`config.mk`:
```
export PLATFORM = sky130hd
export DESIGN_NAME = irqpin_top
export DESIGN_NICKNAME = d
export VERILOG_FILES = /design/src/rtl/irqpin_pkg.sv /design/src/rtl/irqpin_sync.sv /design/src/rtl/irqpin_ctrl.sv /design/src/rtl/irqpin_detect.sv /design/src/rtl/irqpin_top.sv
export SDC_FILE = /design/constraint.sdc
export NUM_CORES = 1
export LEC_CHECK = 0
export BUFFER_PORTS_ARGS = -buffer_cell sky130_fd_sc_hd__buf_2
export CAP_MARGIN = 20
export CORE_AREA = 3 3 40 42
export DETAILED_ROUTE_END_ITERATION = 8
export DIE_AREA = 0 0 43 45
export MAX_ROUTING_LAYER = met4
export PLACE_DENSITY_LB_ADDON = 0.3
export SLEW_MARGIN = 20
export SYNTH_ARGS = -nofsm -noshare
export SYNTH_HDL_FRONTEND = slang
export SYNTH_HIERARCHICAL = 1
export SYNTH_SLANG_ARGS = --single-unit
```
`constraint.sdc`:
```
create_clock -name clk -period 1.2 [get_ports clk]
set_input_delay 0.24 -clock clk [delete_from_list [all_inputs] [get_ports clk]]
set_output_delay 0.24 -clock clk [all_outputs]
set_load 0.01 [all_outputs]
```
`src/rtl/irqpin_pkg.sv`:
```
package irqpin_pkg;

    localparam int REG_W   = 8;
    localparam int B_EN    = 0;
    localparam int B_POL   = 1;
    localparam int B_MODE  = 2;
    localparam int B_PDIS  = 3;
    localparam int B_IE    = 4;
    localparam int B_ACK   = 5;
    localparam int B_FLAG  = 6;

    typedef struct packed {
        logic ie;
        logic pdis;
        logic mode;
        logic pol;
        logic en;
    } ctrl_t;

    localparam int CTRL_W = $bits(ctrl_t);

    function automatic logic active_of(input logic lvl, input logic pol);
        return pol ? lvl : ~lvl;
    endfunction

    function automatic logic [REG_W-1:0] status_word(input ctrl_t c, input logic flag);
        logic [REG_W-1:0] w;
        w              = '0;
        w[CTRL_W-1:0]  = c;
        w[B_FLAG]      = flag;
        return w;
    endfunction

endpackage

```
`src/rtl/irqpin_sync.sv`:
```
module irqpin_sync #(
    parameter int STAGES = 2
) (
    input  logic clk,
    input  logic rst,
    input  logic din,
    output logic dout
);
    logic [STAGES-1:0] chain_q;

    generate
        if (STAGES == 1) begin : g_one
            always_ff @(posedge clk) begin
                if (rst) chain_q <= '0;
                else     chain_q <= din;
            end
        end else begin : g_many
            always_ff @(posedge clk) begin
                if (rst) chain_q <= '0;
                else     chain_q <= {chain_q[STAGES-2:0], din};
            end
        end
    endgenerate

    assign dout = chain_q[STAGES-1];
endmodule

```
`src/rtl/irqpin_ctrl.sv`:
```
module irqpin_ctrl
    import irqpin_pkg::*;
(
    input  logic             clk,
    input  logic             rst,
    input  logic             wr_en,
    input  logic [REG_W-1:0] wr_data,
    output ctrl_t            ctrl_q,
    output logic             ack
);
    always_ff @(posedge clk) begin
        if (rst)        ctrl_q <= '0;
        else if (wr_en) ctrl_q <= ctrl_t'(wr_data[CTRL_W-1:0]);
    end

    assign ack = wr_en & wr_data[B_ACK];
endmodule

```
`src/rtl/irqpin_detect.sv`:
```
module irqpin_detect
    import irqpin_pkg::*;
(
    input  logic  clk,
    input  logic  rst,
    input  ctrl_t ctrl,
    input  logic  lvl,
    input  logic  ack,
    output logic  active,
    output logic  hist_q,
    output logic  flag_q
);
    logic edge_hit;
    logic hold;
    logic flag_d;

    assign active   = active_of(lvl, ctrl.pol);
    assign edge_hit = ctrl.en & active & ~hist_q;
    assign hold     = ctrl.en & ctrl.mode & active;

    always_comb begin
        flag_d = flag_q;
        if (ack && !hold)     flag_d = 1'b0;
        if (edge_hit || hold) flag_d = 1'b1;
    end

    always_ff @(posedge clk) begin
        if (rst) begin
            hist_q <= 1'b0;
            flag_q <= 1'b0;
        end else begin
            hist_q <= ctrl.en & active;
            flag_q <= flag_d;
        end
    end
endmodule

```
`src/rtl/irqpin_top.sv`:
```
module irqpin_top
    import irqpin_pkg::*;
#(
    parameter int SYNC_STAGES = 2
) (
    input  logic             clk,
    input  logic             rst,
    input  logic             pin_raw,
    input  logic             wr_en,
    input  logic [REG_W-1:0] wr_data,
    output logic [REG_W-1:0] rd_data,
    output logic             pin_level,
    output logic             pull_on,
    output logic             pull_up,
    output logic             irq
);
    ctrl_t ctrl_q;
    logic  ack;
    logic  active;
    logic  hist_q;
    logic  flag_q;

    irqpin_sync #(.STAGES(SYNC_STAGES)) u_sync (
        .clk (clk),
        .rst (rst),
        .din (pin_raw),
        .dout(pin_level)
    );

    irqpin_ctrl u_ctrl (
        .clk    (clk),
        .rst    (rst),
        .wr_en  (wr_en),
        .wr_data(wr_data),
        .ctrl_q (ctrl_q),
        .ack    (ack)
    );

    irqpin_detect u_det (
        .clk   (clk),
        .rst   (rst),
        .ctrl  (ctrl_q),
        .lvl   (pin_level),
        .ack   (ack),
        .active(active),
        .hist_q(hist_q),
        .flag_q(flag_q)
    );

    assign pull_on = ctrl_q.en & ~ctrl_q.pdis;
    assign pull_up = pull_on & ~ctrl_q.pol;
    assign irq     = flag_q & ctrl_q.ie;
    assign rd_data = status_word(ctrl_q, flag_q);
endmodule

```
==> results.md <==
- IO Pins: 24
- Cell row count: 13
- Final hold vios: 0
- Core Area: about 1300 um^2
- RD Place Congestion: 0.6427
- Fmax: 0.8830 GHz
- Drt wl/cell: 9.535 um
- Starting Density: 0.2892
- Root Buffer: clkbuf_4
- CP Class: reg -> out
- GRT Resource Usage Total: 0.07852
- Non-Filler Instances: 71
- PD cells: approximately 1300 nW/um^2
- Final antenna-violating net count: 0
- CTS Hold Bufs: 0
- Grt ovf: 0
- WL final: 677 um
- Clock Latency Late Sink: about 250 ps
- NetSw: about 150 uW
- CP Launch Type: flip-flop
- First-pass GRT wire length: about 1000 um
- Synthesized area per cell: 10.32 um^2
- Largest net degree at the start of global routing: 10
- Worst vdd ir: ~0.75 mV
- Ant diodes: 0
- Crit path DAT: 890 ps
- CTS Buf Count: 3
- CTS tree: done
- Combinational power share: 0.127
- Net Sw Frac: 0.2348
- Critical path peak fanout: 5
- Fillers: between 100 and 150
- Cell internal pwr: 486.0 uW
- Part of the power in registers: 0.517
- CTS clock-pin slew for the worst setup and hold paths: ~60 ps
- Gate Count Post-Synth: 36
- Yosys warns: 6
- Hpwl dp: roughly 520 um
- Min-Delay Path Class: in -> reg
- Fin nets: about 70
- Initial antenna violation count: 0
- Port buffer count: 19
- P_leak: 0.0002588 uW
- Chip width: around 43 um
- Status: completed
- Crit. End Element: primary output
- Layout overhead on the synthesized area: 30.64%
- Util after Layout: 0.3778
- Setup violators final: 0
- Unrepaired setup endpoints after global routing: yes
- Full die area: around 1900 um^2
- Clock power frac: 0.356
- Die H: between 40 and 50 um
- DRC Markers: 0
- Maximum root-to-sink buffer count: 2
- DR iter-0 viols: 7
- Fin. max-slew vios: 0
- Final min period: ~1100 ps
- H-Tree Depth: 1
- Setup TNS: 0 ps
- Max Cap Viol: 0
- Layout cells sized above 1: 0.4821
- Setup Skew: roughly 0.35 ps
- First drt pass iteration count: 3
- Post-CTS setup buffers: 0
- Final hold slack: approximately 220 ps
- Netlist Area Pre-Place: about 370 um^2
- Vias: between 200 and 300
- DP Cell Count: 67
- CTS sink cnt: 9
- CP required: 960 ps
- Fin crit share: 0.9437
- Vias in the first global route: ~250
- Vias per std cell: 4.127
critical path: stages, from the launching register on:
cell and delay (ps):
dfxtp_2 350, nor3b_2 150, buf_2 140
repair_timing:
action | 4_1_cts | 5_1_grt
hold endpoints to repair | 0 | 0
gates resized for setup | 0 | 3
setup endpoints to repair | 0 | 1
layout by cell type, fill, tap and decap left out, drive strengths merged:
cell type and n:
nor2 6, conb 2, xor2 1, buf 19, nor3b 1, o32ai 1, mux2i 5, dfxtp 9
nor2b 4, clkbuf 4, nand2b 2, and2 2
routing by layer:
metal	global-route usage	wire length (um)	vias to the layer above
met4	0.01807	0	0
met3	0.06375	89	0
li1	-	-	151
met5	-	0	-
met2	0.1168	321	16
met1	0.08088	266	126
path summary, 6_finish.rpt:
path,endpoint,startpoint,slack (ps),cells past startpoint
hold / removal,u_sync/chain_q[0],pin_raw,220,2
setup / recovery,pull_up,u_ctrl/ctrl_q[0],70,2
setup reg to reg,u_det/flag_q,u_ctrl/ctrl_q[1],350,2
hold reg to reg,u_sync/chain_q[1],u_sync/chain_q[0],440,1
power by group through the flow:
stage | registers [uW] | logic [uW] | clock network [uW]
2_1_floorplan | 338 | 49.1 | 0
3_3_place_gp | 334 | 81.2 | 0
3_5_place_dp | 334 | 81.4 | 0
4_1_cts | 328 | 82.1 | 235
5_1_grt | 331 | 89.0 | 256
6_report | 328 | 80.6 | 226
area by class of cell:
type | instances | area (um^2) | share of cell area
multi-input combinational | 24 | 161.4 | 0.3325
tap | 15 | 18.77 | 0.03866
timing repair buffer | 19 | 95.09 | 0.1959
sequential | 9 | 183.9 | 0.3789
clock buffer | 4 | 26.28 | 0.05412
metrics by stage:
stage | total power [uW] | cell area [um^2] | worst slack (ps)
detailed placement | 415.6 | 455.4 | 286.5
global route | 675.8 | 485.5 | -3.751
CTS | 644.4 | 481.7 | 9.763
global placement | 414.9 | 455.4 | 279.0
finish | 635.1 | 485.5 | 67.55
floorplan | 387.1 | 375.4 | 316.7
sequential cells by signal, indices dropped and copies added, names as in the netlist:
signal,count
u_ctrl/ctrl_q,5
u_det/hist_q,1
u_sync/chain_q,2
u_det/flag_q,1
Power figures use the tool's default switching activity.
